$ cat src/rtl/zmute_pkg.sv
package zmute_pkg;

    localparam int unsigned DEF_NCH     = 4;
    localparam int unsigned DEF_DW      = 16;
    localparam int unsigned DEF_RUN_LEN = 512;

    // Mute request gathered for one channel on one frame
    typedef struct packed {
        logic manual;    // software mute bit
        logic auto_en;   // global automatic-mute enable
        logic auto_hit;  // zero run has reached its limit on this frame
    } mute_req_t;

    function automatic logic mute_decide(input mute_req_t r);
        return r.manual | (r.auto_en & r.auto_hit);
    endfunction

endpackage

$ cat src/rtl/zmute_run_counter.sv
module zmute_run_counter
    import zmute_pkg::*;
#(
    parameter int unsigned DW      = DEF_DW,
    parameter int unsigned RUN_LEN = DEF_RUN_LEN
) (
    input  logic          clk,
    input  logic          rst,
    input  logic          stb,
    input  logic          clr,
    input  logic [DW-1:0] sample,
    output logic          auto_hit
);
    localparam int unsigned CW = $clog2(RUN_LEN + 1);
    localparam logic [CW-1:0] FULL = CW'(RUN_LEN);

    logic [CW-1:0] cnt_q;
    logic [CW-1:0] cnt_nx;
    logic          is_zero;

    assign is_zero = (sample == '0);

    always_comb begin
        cnt_nx = cnt_q;
        if (clr) begin
            cnt_nx = '0;
        end else if (stb) begin
            if (!is_zero)          cnt_nx = '0;
            else if (cnt_q < FULL) cnt_nx = cnt_q + CW'(1);
            else                   cnt_nx = FULL;
        end
    end

    // The frame that completes the run is itself muted
    assign auto_hit = (cnt_nx == FULL);

    always_ff @(posedge clk) begin
        if (rst) cnt_q <= '0;
        else     cnt_q <= cnt_nx;
    end

    p_cnt_bound_r5: assert property (@(posedge clk) disable iff (rst)
        cnt_q <= FULL);

    p_nz_restart_r6: assert property (@(posedge clk) disable iff (rst)
        (stb && !clr && !is_zero) |=> (cnt_q == '0));

    p_zero_step_r4: assert property (@(posedge clk) disable iff (rst)
        (stb && !clr && is_zero && cnt_q < FULL) |=> (cnt_q == $past(cnt_q) + CW'(1)));

    p_clr_hold_r7: assert property (@(posedge clk) disable iff (rst)
        clr |=> (cnt_q == '0));

endmodule

$ cat src/rtl/zmute_gate.sv
module zmute_gate
    import zmute_pkg::*;
#(
    parameter int unsigned DW = DEF_DW
) (
    input  logic          clk,
    input  logic          rst,
    input  logic          stb,
    input  logic [DW-1:0] sample,
    input  mute_req_t     req,
    output logic [DW-1:0] smp_out,
    output logic          mute_out
);
    logic muted;
    assign muted = mute_decide(req);

    always_ff @(posedge clk) begin
        if (rst) begin
            smp_out  <= '0;
            mute_out <= 1'b0;
        end else if (stb) begin
            smp_out  <= muted ? '0 : sample;
            mute_out <= muted;
        end
    end

    p_hold_r2: assert property (@(posedge clk) disable iff (rst)
        !stb |=> ($stable(smp_out) && $stable(mute_out)));

    p_manual_r3: assert property (@(posedge clk) disable iff (rst)
        (stb && req.manual) |=> (mute_out && smp_out == '0));

    p_no_auto_when_off_r7: assert property (@(posedge clk) disable iff (rst)
        (stb && !req.auto_en && !req.manual) |=> (!mute_out && smp_out == $past(sample)));

endmodule

$ cat src/rtl/zmute_ctrl.sv
module zmute_ctrl
    import zmute_pkg::*;
#(
    parameter int unsigned NCH     = DEF_NCH,
    parameter int unsigned DW      = DEF_DW,
    parameter int unsigned RUN_LEN = DEF_RUN_LEN
) (
    input  logic              clk,
    input  logic              rst,
    input  logic              frame_stb,
    input  logic [NCH*DW-1:0] smp_in,
    input  logic [NCH-1:0]    man_mute,
    input  logic              auto_en,
    output logic [NCH*DW-1:0] smp_out,
    output logic [NCH-1:0]    mute_out
);
    localparam int unsigned TOTAL_W = NCH * DW;

    logic clr_runs;
    assign clr_runs = ~auto_en;

    for (genvar c = 0; c < NCH; c++) begin : g_ch
        logic [DW-1:0] ch_smp;
        logic          ch_hit;
        mute_req_t     ch_req;

        assign ch_smp = smp_in[c*DW +: DW];
        assign ch_req = '{manual: man_mute[c], auto_en: auto_en, auto_hit: ch_hit};

        zmute_run_counter #(.DW(DW), .RUN_LEN(RUN_LEN)) u_run (
            .clk      (clk),
            .rst      (rst),
            .stb      (frame_stb),
            .clr      (clr_runs),
            .sample   (ch_smp),
            .auto_hit (ch_hit)
        );

        zmute_gate #(.DW(DW)) u_gate (
            .clk      (clk),
            .rst      (rst),
            .stb      (frame_stb),
            .sample   (ch_smp),
            .req      (ch_req),
            .smp_out  (smp_out[c*DW +: DW]),
            .mute_out (mute_out[c])
        );
    end

    p_muted_is_zero_r3: assert property (@(posedge clk) disable iff (rst)
        (smp_out & {TOTAL_W{1'b1}}) != '0 |-> (mute_out != {NCH{1'b1}}));

endmodule

$ cat config.mk
export PLATFORM = sky130hd
export DESIGN_NAME = zmute_ctrl
export DESIGN_NICKNAME = d
export VERILOG_FILES = /design/src/rtl/zmute_pkg.sv /design/src/rtl/zmute_run_counter.sv /design/src/rtl/zmute_gate.sv /design/src/rtl/zmute_ctrl.sv
export SDC_FILE = /design/constraint.sdc
export NUM_CORES = 1
export LEC_CHECK = 0
export ABC_CLOCK_PERIOD_IN_PS = 2450
export BUFFER_PORTS_ARGS = -buffer_cell sky130_fd_sc_hd__buf_4
export CAP_MARGIN = 10
export CORE_ASPECT_RATIO = 1.75
export CORE_MARGIN = 2
export CORE_UTILIZATION = 27
export DETAILED_ROUTE_END_ITERATION = 8
export SLEW_MARGIN = 20
export SYNTH_ARGS = -nofsm -noshare
export SYNTH_HDL_FRONTEND = slang
export SYNTH_SLANG_ARGS = --single-unit
$ cat constraint.sdc
create_clock -name clk -period 2.45 [get_ports clk]
set_clock_uncertainty 0.1 [all_clocks]
set_input_delay 0.245 -clock clk [delete_from_list [all_inputs] [get_ports clk]]
set_output_delay 0.245 -clock clk [all_outputs]
set_load 0.1 [all_outputs]
Yosys cells after proc, flatten, opt, wreduce, memory -nomap -nowiden --
Cells that the tools add are included.
Cells by class: reduce and logical (&&, ||, !) cells 4, multipliers 0, equality and inequality tests 4, add/subtract/negate cells 4, shift operators 0, order comparisons 4, bitwise logic cells 8, div/mod/pow operators 0, multiplexer cells 20
Operator list (number):
- 2-to-1 mux 10 bit | 16
- zero test 16 bit | 4
- 2-to-1 mux 16 bit | 4
- adder 10 x 1 -> 10 bit (second input constant) | 4
- equality test 10 bit (second input constant) | 4
- less-than comparator 10 bit (second input constant) | 4
- AND 1 bit | 4
- OR 1 bit | 4
Word-level totals: flip-flop bits (word level) 108, memory bits (writable) 0, bits in read-only memories 0, latch bits 0, input port bits 72, memories kept 0, output and inout bits 68, word-level logic and storage cells 56

Logic depth before layout (Yosys ltp) --
Gate-level depths: netlist of run 1.
word-level depth 9, gate-level depth with buffers 8, depth with buffers taken out 7

By module --
From an unflattened synthesis of run 1, not the netlist that was laid out.
Unflattened totals: cells, all modules 545, area, all modules 5408.9 µm²
Modules (own cells, without submodules):
- zmute_gate | cells each 60, instances 4, area each 710.7 µm², sequential area each 340.3 µm²
- zmute_run_counter (g_ch[1].u_run ...) | cells each 75, instances 3, area each 629.4 µm², sequential area each 200.2 µm²
- zmute_run_counter (g_ch[0].u_run) | cells each 79, instances 1, area each 674.4 µm², sequential area each 200.2 µm²
- zmute_ctrl | cells each 1, instances 1, area each 3.8 µm², sequential area each 0.0 µm²

Least setup slack after synthesis of run 1 --
No wires, ideal clock.
path kind flip-flop to flip-flop, start reg g_ch[0].u_run.cnt_q[0], end reg g_ch[0].u_gate.smp_out[10], stages on the path, launching flop included 9, slack 376 ps, period minus slack after synthesis 2074 ps, arrival time 1856 ps, buffers on the path 1, data required time 2233 ps, library setup time 117 ps, path through dfxtp_1 -> ha_1 -> nand3_1 -> xor2_1 -> a31oi_1 -> or3_4 -> a21oi_4 -> buf_6 -> nor2_2
Between the ends: word-level cells in the longest chain between the ends 9, elaborated cells on any way between the ends 10, classes of those cells add/sub (1); order compare (1); eq/ne (1); mux (5); bitwise (2)
Ends and longest elaborated chain:
- start: declaration | line zmute_run_counter.sv:17 | logic [CW-1:0] cnt_q;
- start signal: assignment | line zmute_run_counter.sv:39 | else cnt_q <= cnt_nx;
- adder 10 x 1 -> 10 bit / less-than comparator 10 bit (equally long branches) | line zmute_run_counter.sv:29 | else if (cnt_q < FULL) cnt_nx = cnt_q + CW'(1);
- 2-to-1 mux 10 bit | line zmute_run_counter.sv:29
- 2-to-1 mux 10 bit | line zmute_run_counter.sv:28 | if (!is_zero) cnt_nx = '0;
- 2-to-1 mux 10 bit (*) | line zmute_run_counter.sv:27 | end else if (stb) begin
- 2-to-1 mux 10 bit (*) | line zmute_run_counter.sv:25 | if (clr) begin
- equality test 10 bit (*) | line zmute_run_counter.sv:35 | assign auto_hit = (cnt_nx == FULL);
- AND 1 bit (*) | line zmute_pkg.sv:15 | return r.manual | (r.auto_en & r.auto_hit);
- OR 1 bit (*) | line zmute_pkg.sv:15
- 2-to-1 mux 16 bit (*) | line zmute_gate.sv:22 | smp_out <= muted ? '0 : sample;
- end signal: assignment | line zmute_gate.sv:22
- end: declaration | line zmute_gate.sv:11 | output logic [DW-1:0] smp_out,
Mark *: on every way between the ends. The rest lies on a longest branch, timed or not. A chain may end at the register's enable or synchronous reset.

Worst setup path in the final report of run 1 --
start reg g_ch[0].u_run.cnt_q[0], end reg g_ch[0].u_gate.smp_out[0]
The elaborated chain is that of the path after synthesis.

==> results_dict.tcl, run 1 <==
set metrics [dict create \
    sequential_cell_area_fraction_in_the_yosys_report_pct 44.6 \
    final_area_sq_mm 0.00639 \
    timing.rr.end "g_ch[0].u_gate.smp_out[0]$_SDFFE_PP0P_" \
    place_congestion 0.798 \
    share_of_post_route_cells_with_drive_strength_above_1_pct 27.7 \
    areaGrowthSynthToFinish_pct 32.0 \
    largest_net_degree_at_the_start_of_global_routing 46 \
    hold_violations 0 \
    synth_compound_area_share_pct 11.4 \
    report.final.slew_viol_count 0 \
    routed_wire_length_per_instance_um 13.2 \
    antenna_left 0 \
    n_fill_cell 1772 \
    timing.rr.start "g_ch[0].u_run.cnt_q[0]$_SDFF_PP0_" \
    worst-slew-pin-transition_ns 0.669 \
    multi_input_area_sq_mm 0.00249 \
    rr_worst_depth 8 \
    outcome "finished clean" \
    h-tree-depth 3 \
    hp-start "smp_in[32]" \
    register_area_sq_mm 0.00216 \
    worstHoldPathType "in -> reg" \
    cts.root.buffer_cell "sky130_fd_sc_hd__clkbuf_16" \
    detail_route.vias_per_cell 4.70 \
    routed_wl_um 11900 \
    grt_pass1_wl_um 19700 \
    timing.max_slew.rel_slack_pct 55.4 \
    critPathLaunchType "register" \
    critical_path_class "reg -> reg" \
    placed_area_sq_mm 0.00607 \
    critical_path.max_stage_delay_ns 0.45 \
    synth-simple-area-share_pct 27.7 \
    clk_transition_reported_paths_ns 0.08 \
    clk-insertion-delay-late_ns 0.35 \
    gr-usage-all-layers_pct 12.5 \
    number_of_antenna_violations_at_the_first_check_in_global_routing 0 \
    tritoncts_num_sinks 108 \
    cts-buffers-inserted 9 \
    drtIter0Drc 141 \
    synth_top_area_cell "sky130_fd_sc_hd__dfxtp_1" \
    synth.mux.area_fraction_pct 4.13 \
    final_nets 739 \
    r2r_setup_slack_ns 0.25 \
    setup_viol 0 \
    p_leak_nw 2.59 \
    p_per_area_mw_per_mm2 631 \
    cts_resized 0 \
    floorplan.rows 64 \
    worst-endpoint-arrival_ns 2.35 \
    dp_hpwl_um 8560 \
    grt_pass1_vias 4080 \
    post-synth-top-area-fraction_pct 44.6 \
    floorplan.die_area_sq_mm 0.0191 \
    mappedNetlistNets 611 \
    die_w_um 105 \
    fmax_mhz 454 \
    netlist-cell-type-count 51 \
    quantity_of_i_o_buffers_inserted_on_ports 139 \
    combinational_family_with_the_most_area_after_synthesis "simple AND/OR/NAND/NOR gates" \
    yosysWarnings 0 \
    grt_overflow 0 \
    cts_tree "yes" \
    min_path_cells 2 \
    critical_path.max_fanout 16 \
    synthCells 535 \
    route.vias.total 4222 \
    finalCritPeriodShare_pct 90.0 \
    io-pin-count 140 \
    cts_hold_repair.buffers 4 \
    drt_pre_antenna_iters 4 \
    finalSetupTns_ns 0 \
    post_synth.cell_area_avg_sq_um 9.06 \
    core_region_area_sq_mm 0.0175 \
    worst_hold_path.endpoint "g_ch[2].u_gate.smp_out[0]$_SDFFE_PP0P_" \
    starting_utilization_of_the_core_area_pct 27.6 \
    yosys.area_share.adder_pct 1.03 \
    fin_crit_period_ns 2.20 \
    rsz0062_at_grt "no" \
    synth.ff_latch_count 108 \
    drv.max_cap_violation_count 0 \
    antennaDiodeCount 0 \
    max-vdd-ir-drop_mv 0.290 \
    worstPathRequired_ns 2.60 \
    floorplan.die.height_um 181 \
    synth-xor-area-share_pct 7.23 \
    synth.area.top_cells "sky130_fd_sc_hd__dfxtp_1 (45%), sky130_fd_sc_hd__nor2_1 (5.1%), sky130_fd_sc_hd__mux2i_1 (4.1%)" \
    post_syn_area_sq_mm 0.00484 \
    cpMaxStageDelayCell "sky130_fd_sc_hd__dfxtp_1" \
    postCtsSetupBuffers 0 \
    path_cells "ha_1 > nand3_1 > xor2_1 > a31oi_1 > or3_4 > a21oi_4 > buf_12 > nor2_1" \
    cts_buffer_depth 2 \
    worst_setup_path_end_kind "register" \
    post-route-drc-count 0 \
]
## flip-flops by register name, indices dropped and copies added (netlist names)
signal                flops
g_ch.u_run.cnt_q         40
g_ch.u_gate.smp_out      64
g_ch.u_gate.mute_out      4
## worst max path at each step
| stage | from | end | slack [ns] | cells past startpoint |
|---|---|---|---|---|
| 2_1_floorplan | g_ch[0].u_run.cnt_q[0]$_SDFF_PP0_ | g_ch[0].u_gate.smp_out[10]$_SDFFE_PP0P_ | 0.38 | 8 |
| 3_3_place_gp | g_ch[0].u_run.cnt_q[0]$_SDFF_PP0_ | g_ch[0].u_gate.smp_out[4]$_SDFFE_PP0P_ | 0.31 | 8 |
| 3_5_place_dp | g_ch[0].u_run.cnt_q[0]$_SDFF_PP0_ | g_ch[0].u_gate.smp_out[2]$_SDFFE_PP0P_ | 0.28 | 8 |
| 4_1_cts | g_ch[0].u_run.cnt_q[0]$_SDFF_PP0_ | g_ch[0].u_gate.smp_out[0]$_SDFFE_PP0P_ | 0.24 | 8 |
| 5_1_grt | g_ch[0].u_run.cnt_q[0]$_SDFF_PP0_ | g_ch[0].u_gate.smp_out[4]$_SDFFE_PP0P_ | 0.07 | 8 |
| 6_report | g_ch[0].u_run.cnt_q[0]$_SDFF_PP0_ | g_ch[0].u_gate.smp_out[0]$_SDFFE_PP0P_ | 0.25 | 8 |
## worst max-delay path, delay by kind of cell (launching register included)
kind                     cells  cell delay, ns
AO/OA/AOI/OAI                2            0.27
buffers and inverters        1            0.17
AND/OR/NAND/NOR              3            0.64
flip-flops                   1            0.45
adder cells (fa/ha/maj)      1            0.30
XOR/XNOR                     1            0.18
## routing by layer
| metal | vias up | wire [um] | global-route usage [%] |
|---|---|---|---|
| li1 | 2137 | - | - |
| met3 | 12 | 676 | 2.85 |
| met1 | 1938 | 5200 | 14.7 |
| met5 | - | 0 | 0 |
| met4 | 0 | 146 | 4.32 |
| met2 | 135 | 5850 | 22.0 |
## cell type report
type,instances,share of cell area (%)
repair buffers,152,18.2
multi-input cells,392,39.0
clock buffers,10,3.58
well taps,231,4.52
clock inverters,6,0.880
flip-flops and latches,108,33.8
## synthesized netlist by cell type (all sizes together)
master   number
a21o          1
a211oi        2
nand2        32
mux2i        20
o211ai        2
o31ai         2
buf          18
and3         11
nor4         21
o2bb2ai       1
o41ai         1
nand3         9
nor2b        12
xor2         22
a31oi         6
dfxtp       108
nand4        11
or4           1
and4          3
clkbuf       17
xnor2        18
a21oi        36
ha            4
and3b         1
nor3         13
a41oi         1
a2111oi       1
a311oi        1
a22o         16
or2           1
o311a         1
a311o         1
o21ai         9
a22oi         1
or3           3
nor2         76
nand3b       25
and2          1
nand2b       26
## where the power goes
part	internal, mW	total, mW	switching [mW]
logic	0.230	0.782	0.551
registers	1.81	1.84	0.0310
clock network	0.713	1.41	0.700
## cell usage in the layout (no fill, tap or decap), types with 4 or more instances in the layout
cell and n:
sky130_fd_sc_hd__a21oi_1 35, sky130_fd_sc_hd__a22o_1 16, sky130_fd_sc_hd__a31oi_1 6, sky130_fd_sc_hd__and3_1 10, sky130_fd_sc_hd__buf_4 147, sky130_fd_sc_hd__clkbuf_16 9
sky130_fd_sc_hd__dfxtp_1 108, sky130_fd_sc_hd__dlygate4sd3_1 4, sky130_fd_sc_hd__ha_1 4, sky130_fd_sc_hd__mux2i_1 20, sky130_fd_sc_hd__nand2_1 32, sky130_fd_sc_hd__nand2b_1 26
sky130_fd_sc_hd__nand3_1 8, sky130_fd_sc_hd__nand3b_1 25, sky130_fd_sc_hd__nand4_1 11, sky130_fd_sc_hd__nor2_1 65, sky130_fd_sc_hd__nor2_2 11, sky130_fd_sc_hd__nor2b_1 12
sky130_fd_sc_hd__nor3_1 12, sky130_fd_sc_hd__nor4_1 20, sky130_fd_sc_hd__o21ai_0 8, sky130_fd_sc_hd__xnor2_1 18, sky130_fd_sc_hd__xor2_1 22
## kinds of logic after synthesis
| family | Yosys count |
|---|---|
| AOI/OAI and AO/OA | 82 |
| xor gates and xnor gates | 40 |
| adders and majority gates | 4 |
| buffers and inverters | 35 |
| DFF | 108 |
| muxes | 20 |
| and+or+nand+nor | 246 |
## stage by stage
step	hold slack, ns	power (mW)	setup WS (ns)	util [%]	cells
finish	0.0126	4.03	0.246	36.5	899
global route	0.00649	4.21	0.0740	36.5	899
CTS	0.000852	4.10	0.239	36.5	899
detailed placement	0.355	2.66	0.279	34.6	879
global placement	0.355	2.66	0.309	34.6	879
floorplan	0.278	2.43	0.376	-	535
Power figures use the tool's default switching activity.
==> run 2, diff against run 1 <==
--- a/config.mk
+++ b/config.mk
@@ -6,7 +6,7 @@
 export NUM_CORES = 1
 export LEC_CHECK = 0
 export ABC_CLOCK_PERIOD_IN_PS = 2450
-export BUFFER_PORTS_ARGS = -buffer_cell sky130_fd_sc_hd__buf_4
+export BUFFER_PORTS_ARGS = -buffer_cell sky130_fd_sc_hd__buf_2
 export CAP_MARGIN = 10
 export CORE_ASPECT_RATIO = 1.75
 export CORE_MARGIN = 2
==> run 2 against run 1 <==
  * Critical path depth did not move
  * Utilization fell by 2.1 points
  * Clock-buffer cell count did not move
  * Fmax rose by 1.9%
  * Setup slack improved by 0.040 ns
  * Combinational power fell by 8.7%
  * Die area did not move
  * Register-to-register slack improved by 0.04 ns
  * Global-route usage fell by 0.47 points
  * Sequential share of layout area rose by 2.1 points
  * Largest power group unchanged
==> results_dict.tcl, run 2 (synthesis results as in run 1) <==
set metrics [dict create \
    routed_wire_length_per_instance_um 12.7 \
    worst-slew-pin-transition_ns 0.507 \
    p_per_area_mw_per_mm2 657 \
    finalCritPeriodShare_pct 88.3 \
    drt_pre_antenna_iters 4 \
    worst_slack_ns 0.286 \
    cts_tree "yes" \
    finalSetupTns_ns 0 \
    critPathTopFamily "simple AND/OR/NAND/NOR gates" \
    grt_overflow 0 \
    grt_pass1_wl_um 19000 \
    smallest_hold_slack_ns 0.0267 \
    critPathLaunchType "register" \
    critical_path_cell_count 8 \
    outcome "finished clean" \
    largest_net_degree_at_the_start_of_global_routing 43 \
    placed_area_sq_mm 0.00574 \
    cts_resized 0 \
    cpMaxStageDelayCell "sky130_fd_sc_hd__dfxtp_1" \
    critical_path_class "reg -> reg" \
    cts_hold_repair.buffers 0 \
    antenna_left 0 \
    placement.setup.worst_slack_ns 0.280 \
    grt_pass1_vias 4061 \
    floorplan.die.height_um 181 \
    h-tree-depth 3 \
    busiest_layer "met2" \
    number_of_antenna_violations_at_the_first_check_in_global_routing 0 \
    clk-insertion-delay-late_ns 0.34 \
    worst-endpoint-arrival_ns 2.30 \
    setup_viol 0 \
    top_regs "g_ch.u_gate.smp_out: 64 flops, g_ch.u_run.cnt_q: 40 flops, g_ch.u_gate.mute_out: 4 flops" \
    io-pin-count 140 \
    dpl.cell_count 881 \
    n_fill_cell 1833 \
    rr_worst_depth 8 \
    rsz0062_at_grt "no" \
    drv.max_cap_violation_count 0 \
    post-route-drc-count 0 \
    registers.top_by_ff_count "g_ch.u_gate.smp_out" \
    clk_transition_reported_paths_ns 0.08 \
    met2_usage_pct 21.5 \
    hold_violations 0 \
    cts-buffers-inserted 9 \
    path_cells "ha_1 > nand3_1 > xor2_1 > a31oi_1 > or3_4 > a21oi_4 > buf_12 > nor2_1" \
    fmax_mhz 462 \
    detail_route.vias_per_cell 4.67 \
    gr-usage-all-layers_pct 12.0 \
    tritoncts_num_sinks 108 \
    areaGrowthSynthToFinish_pct 24.3 \
    place_congestion 0.809 \
    die_w_um 105 \
    largest_register_ffs 64 \
    worstPathRequired_ns 2.59 \
    max-vdd-ir-drop_mv 0.338 \
    antennaDiodeCount 0 \
    starting_utilization_of_the_core_area_pct 27.6 \
    core_region_area_sq_mm 0.0175 \
    min_path_cells 2 \
    routed_wl_um 11400 \
    fin_crit_period_ns 2.16 \
    final_nets 737 \
    floorplan.die_area_sq_mm 0.0191 \
    report.final.slew_viol_count 0 \
    route.vias.total 4191 \
    final_common_cell "sky130_fd_sc_hd__buf_2" \
    final_area_sq_mm 0.00602 \
    timing.max_slew.rel_slack_pct 66.5 \
    post-layout-total-power_mw 3.95 \
    layout_common_cells "sky130_fd_sc_hd__buf_2 (138), sky130_fd_sc_hd__dfxtp_1 (108), sky130_fd_sc_hd__nor2_1 (66), sky130_fd_sc_hd__a21oi_1 (35), sky130_fd_sc_hd__nand2_1 (32)" \
    worstHoldPathType "in -> reg" \
    cts.root.buffer_cell "sky130_fd_sc_hd__clkbuf_16" \
    worst_setup_path_end_kind "register" \
    critical_path.max_stage_delay_ns 0.45 \
    dp_hpwl_um 8450 \
    grt.met3_usage_pct 2.56 \
    floorplan.rows 64 \
    quantity_of_i_o_buffers_inserted_on_ports 139 \
    fin_util_pct 34.3 \
    count_of_non_filler_cells_in_the_finished_layout 897 \
    global_route_track_usage_on_met1_pct 14.0 \
    cp_num_buf_inv 1 \
    drtIter0Drc 177 \
    critical_path.max_fanout 16 \
    share_of_post_route_cells_with_drive_strength_above_1_pct 27.9 \
    p_leak_nw 2.52 \
    cts_buffer_depth 2 \
    postCtsSetupBuffers 0 \
]
==> run 2: changes by cell type in the layout (fill, tap and decap cells not counted) <==
cell,change
sky130_fd_sc_hd__buf_2,+138
sky130_fd_sc_hd__buf_4,-136
sky130_fd_sc_hd__dlygate4sd3_1,-4
sky130_fd_sc_hd__nor2_1,+1
sky130_fd_sc_hd__nor2_2,-1
==> run 2: cell type report <==
| cell class | instances | area, sq um | area share (%) |
|---|---|---|---|
| multi-input combinational | 392 | 2490 | 41.4 |
| timing repair buffer | 150 | 793 | 13.2 |
| clock buffer | 10 | 229 | 3.80 |
| sequential | 108 | 2160 | 35.9 |
| tap | 231 | 289 | 4.80 |
| clock inverter | 6 | 56.3 | 0.935 |
==> run 2: worst paths after layout <==
check / startpoint / end / slack (ns)
worst min-delay path: smp_in[44] / g_ch[2].u_gate.smp_out[12]$_SDFFE_PP0P_ / 0.03
worst max-delay path: g_ch[0].u_run.cnt_q[0]$_SDFF_PP0_ / g_ch[0].u_gate.smp_out[15]$_SDFFE_PP0P_ / 0.29
worst max register to register: g_ch[0].u_run.cnt_q[0]$_SDFF_PP0_ / g_ch[0].u_gate.smp_out[15]$_SDFFE_PP0P_ / 0.29
worst min register to register: g_ch[3].u_gate.smp_out[9]$_SDFFE_PP0P_ / g_ch[3].u_gate.smp_out[9]$_SDFFE_PP0P_ / 0.37
==> run 2: power breakdown <==
| part | switching [mW] | total [mW] | internal, mW | leakage, nW |
|---|---|---|---|---|
| Clock | 0.692 | 1.40 | 0.713 | 0.137 |
| Combinational | 0.546 | 0.714 | 0.167 | 1.50 |
| Sequential | 0.0277 | 1.84 | 1.81 | 0.879 |
==> run 2: routing by layer <==
layer	part of all wire, %	vias up
met5	0	-
met1	44	1911
met2	49	134
met3	5.3	16
met4	1.7	0
li1	-	2130
==> run 3, diff against run 2 <==
--- a/config.mk
+++ b/config.mk
@@ -5,6 +5,7 @@
 export SDC_FILE = /design/constraint.sdc
 export NUM_CORES = 1
 export LEC_CHECK = 0
+export ABC_AREA = 1
 export ABC_CLOCK_PERIOD_IN_PS = 2450
 export BUFFER_PORTS_ARGS = -buffer_cell sky130_fd_sc_hd__buf_2
 export CAP_MARGIN = 10
==> run 3 against run 2 <==
  * Routed wire length grew 31%
  * Die area rose by 12%
  * Total power is 4.8% higher
  * Sequential power about the same
  * Critical path depth is 3 higher
  * Utilization is 1.2 points lower
  * Via count grew 29%
  * Sequential share of layout area shrank 2.9 points
  * Worst hold slack improved by 0.032 ns
  * Cell count increased by 31%
==> results_dict.tcl, run 3 <==
set metrics [dict create \
    critPathLaunchType "register" \
    sequential_cell_area_fraction_in_the_yosys_report_pct 39.8 \
    cts-buffers-inserted 9 \
    core_region_area_sq_mm 0.0197 \
    antenna_left 0 \
    worst_setup_path_end_kind "register" \
    min_path_cells 3 \
    layout_common_cells "sky130_fd_sc_hd__nor2_1 (188), sky130_fd_sc_hd__nand2_1 (164), sky130_fd_sc_hd__buf_2 (138), sky130_fd_sc_hd__dfxtp_1 (108), sky130_fd_sc_hd__inv_1 (76)" \
    synth-edff-count 0 \
    cts_buffer_depth 2 \
    combinational_family_with_the_most_area_after_synthesis "simple AND/OR/NAND/NOR gates" \
    io-pin-count 140 \
    grt_pass1_wl_um 23900 \
    synth-xor-area-share_pct 1.77 \
    synth_async_sr_flop_share_pct 0 \
    largest_net_degree_at_the_start_of_global_routing 66 \
    rr_worst_depth 11 \
    post-layout-total-power_mw 4.14 \
    max-vdd-ir-drop_mv 0.350 \
    yosysWarnings 0 \
    number_of_antenna_violations_at_the_first_check_in_global_routing 0 \
    yosys.area_share.adder_pct 0.921 \
    timing.rr.start "g_ch[0].u_run.cnt_q[0]$_SDFF_PP0_" \
    quantity_of_i_o_buffers_inserted_on_ports 139 \
    netlist-cell-type-count 37 \
    post-synth-top-count-cell "sky130_fd_sc_hd__nor2_1" \
    setup_viol 0 \
    report.final.slew_viol_count 0 \
    detail_route.vias_per_cell 4.60 \
    clk_transition_reported_paths_ns 0.08 \
    floorplan.die_area_sq_mm 0.0213 \
    drv.max_cap_violation_count 0 \
    worst-endpoint-arrival_ns 2.25 \
    registers.top_by_ff_count "g_ch.u_gate.smp_out" \
    final_nets 1004 \
    p_leak_nw 3.14 \
    postCtsSetupBuffers 0 \
    synth-simple-area-share_pct 35.6 \
    synthFlopType "sky130_fd_sc_hd__dfxtp_1" \
    worst-slew-pin-transition_ns 0.608 \
    fmax_mhz 482 \
    areaGrowthSynthToFinish_pct 20.4 \
    mappedNetlistNets 888 \
    grt_pass1_vias 5067 \
    largest_register_ffs 64 \
    r2r_setup_slack_ns 0.38 \
    die_w_um 111 \
    worst_slack_ns 0.376 \
    synth_compound_area_share_pct 11.4 \
    synth.ff_latch_count 108 \
    floorplan.rows 68 \
    final_common_cell "sky130_fd_sc_hd__nor2_1" \
    synth_top_area_cell "sky130_fd_sc_hd__dfxtp_1" \
    hold_violations 0 \
    grt_overflow 0 \
    top_regs "g_ch.u_gate.smp_out: 64 flops, g_ch.u_run.cnt_q: 40 flops, g_ch.u_gate.mute_out: 4 flops" \
    finalSetupTns_ns 0 \
    gr-usage-all-layers_pct 13.5 \
    critical_path.max_fanout 17 \
    post_syn_area_sq_mm 0.00544 \
    dp_hpwl_um 11100 \
    tritoncts_num_sinks 108 \
    share_of_post_route_cells_with_drive_strength_above_1_pct 20.1 \
    clk-insertion-delay-late_ns 0.35 \
    worstPathRequired_ns 2.63 \
    p_per_area_mw_per_mm2 633 \
    drtIter0Drc 233 \
    worst_hold_path.endpoint "g_ch[3].u_gate.smp_out[7]$_SDFFE_PP0P_" \
    cts_resized 0 \
    timing.max_slew.rel_slack_pct 59.2 \
    h-tree-depth 3 \
    cts_tree "yes" \
    place_congestion 0.828 \
    cts.root.buffer_cell "sky130_fd_sc_hd__clkbuf_16" \
    floorplan.die.height_um 192 \
    worstHoldPathType "in -> reg" \
    routed_wire_length_per_instance_um 12.7 \
    smallest_hold_slack_ns 0.0588 \
    drt_pre_antenna_iters 4 \
    outcome "finished clean" \
    ys_top_cells_by_count "sky130_fd_sc_hd__nor2_1 (188), sky130_fd_sc_hd__nand2_1 (164), sky130_fd_sc_hd__dfxtp_1 (108)" \
    post-synth-top-area-fraction_pct 39.8 \
    routed_wl_um 14900 \
    route.vias.total 5417 \
    synth.area.top_cells "sky130_fd_sc_hd__dfxtp_1 (40%), sky130_fd_sc_hd__nor2_1 (13%), sky130_fd_sc_hd__nand2_1 (11%)" \
    synthCells 812 \
    placement.setup.worst_slack_ns 0.308 \
    fin_crit_period_ns 2.07 \
    starting_utilization_of_the_core_area_pct 27.5 \
    timing.rr.end "g_ch[0].u_gate.mute_out$_SDFFE_PP0P_" \
    hp-start "smp_in[55]" \
    finalCritPeriodShare_pct 84.7 \
    antennaDiodeCount 0 \
    synth.mux.area_fraction_pct 0 \
    post_synth.cell_area_avg_sq_um 6.69 \
    post-route-drc-count 0 \
    cts_hold_repair.buffers 0 \
    critical_path_class "reg -> reg" \
    rsz0062_at_grt "no" \
]
run 3: metrics by stage:
step	instances	cell area, sq um	utilization [%]
4_1_cts	1177	6550	33.2
5_1_grt	1177	6550	33.2
2_1_floorplan	812	5440	-
6_report	1177	6550	33.2
3_3_place_gp	1162	6270	31.8
3_5_place_dp	1162	6270	31.8
run 3: kinds of logic after synthesis:
logic type / after synthesis
adders and majority gates: 4
DFF: 108
AOI/OAI and AO/OA: 106
and+or+nand+nor: 457
xor gates and xnor gates: 11
buffers and inverters: 126
run 3: area by class of cell:
cell class,count,area [sq um]
clock inverter,6,48.8
multi-input combinational,578,2700
sequential,108,2160
clock buffer,9,225
tap,245,307
timing repair buffer,149,786
fill,2179,13200
inverter,82,315
run 3: report_power, final:
group          internal, mW  total, mW  switching, mW
combinational         0.179      0.898          0.719
sequential             1.82       1.86         0.0352
clock                 0.694       1.39          0.697
total                  2.69       4.14           1.45
run 3: routing by layer:
layer	GRT usage (%)	vias to the layer above	part of all wire (%)
met4	6.79	0	3.4
met1	14.3	2462	38
met5	0	-	0
met2	26.2	125	56
met3	1.61	31	3.3
li1	-	2799	-
run 3: critical path: stages, from the launching register on:
cell                      delay (ns)
sky130_fd_sc_hd__dfxtp_1        0.38
sky130_fd_sc_hd__ha_1           0.21
sky130_fd_sc_hd__nand3_1        0.11
sky130_fd_sc_hd__nor3_1         0.28
sky130_fd_sc_hd__a21oi_1        0.07
sky130_fd_sc_hd__nand3_1        0.11
sky130_fd_sc_hd__nand2_1        0.06
sky130_fd_sc_hd__nor2_1         0.09
sky130_fd_sc_hd__nand3_1        0.09
sky130_fd_sc_hd__nand2_2        0.29
sky130_fd_sc_hd__nand2_1        0.09
sky130_fd_sc_hd__a21oi_1        0.12
run 3: how the worst max path moves through the flow:
stage / startpoint / end / slack [ns]
CTS: g_ch[0].u_run.cnt_q[0]$_SDFF_PP0_ / g_ch[0].u_gate.mute_out$_SDFFE_PP0P_ / 0.37
global placement: frame_stb / g_ch[3].u_gate.smp_out[10]$_SDFFE_PP0P_ / 0.34
global route: g_ch[1].u_run.cnt_q[0]$_SDFF_PP0_ / g_ch[1].u_gate.smp_out[8]$_SDFFE_PP0P_ / 0.11
detailed placement: frame_stb / g_ch[3].u_gate.smp_out[10]$_SDFFE_PP0P_ / 0.31
floorplan: g_ch[1].u_run.cnt_q[0]$_SDFF_PP0_ / g_ch[1].u_gate.smp_out[10]$_SDFFE_PP0P_ / 0.66
finish: g_ch[0].u_run.cnt_q[0]$_SDFF_PP0_ / g_ch[0].u_gate.mute_out$_SDFFE_PP0P_ / 0.38
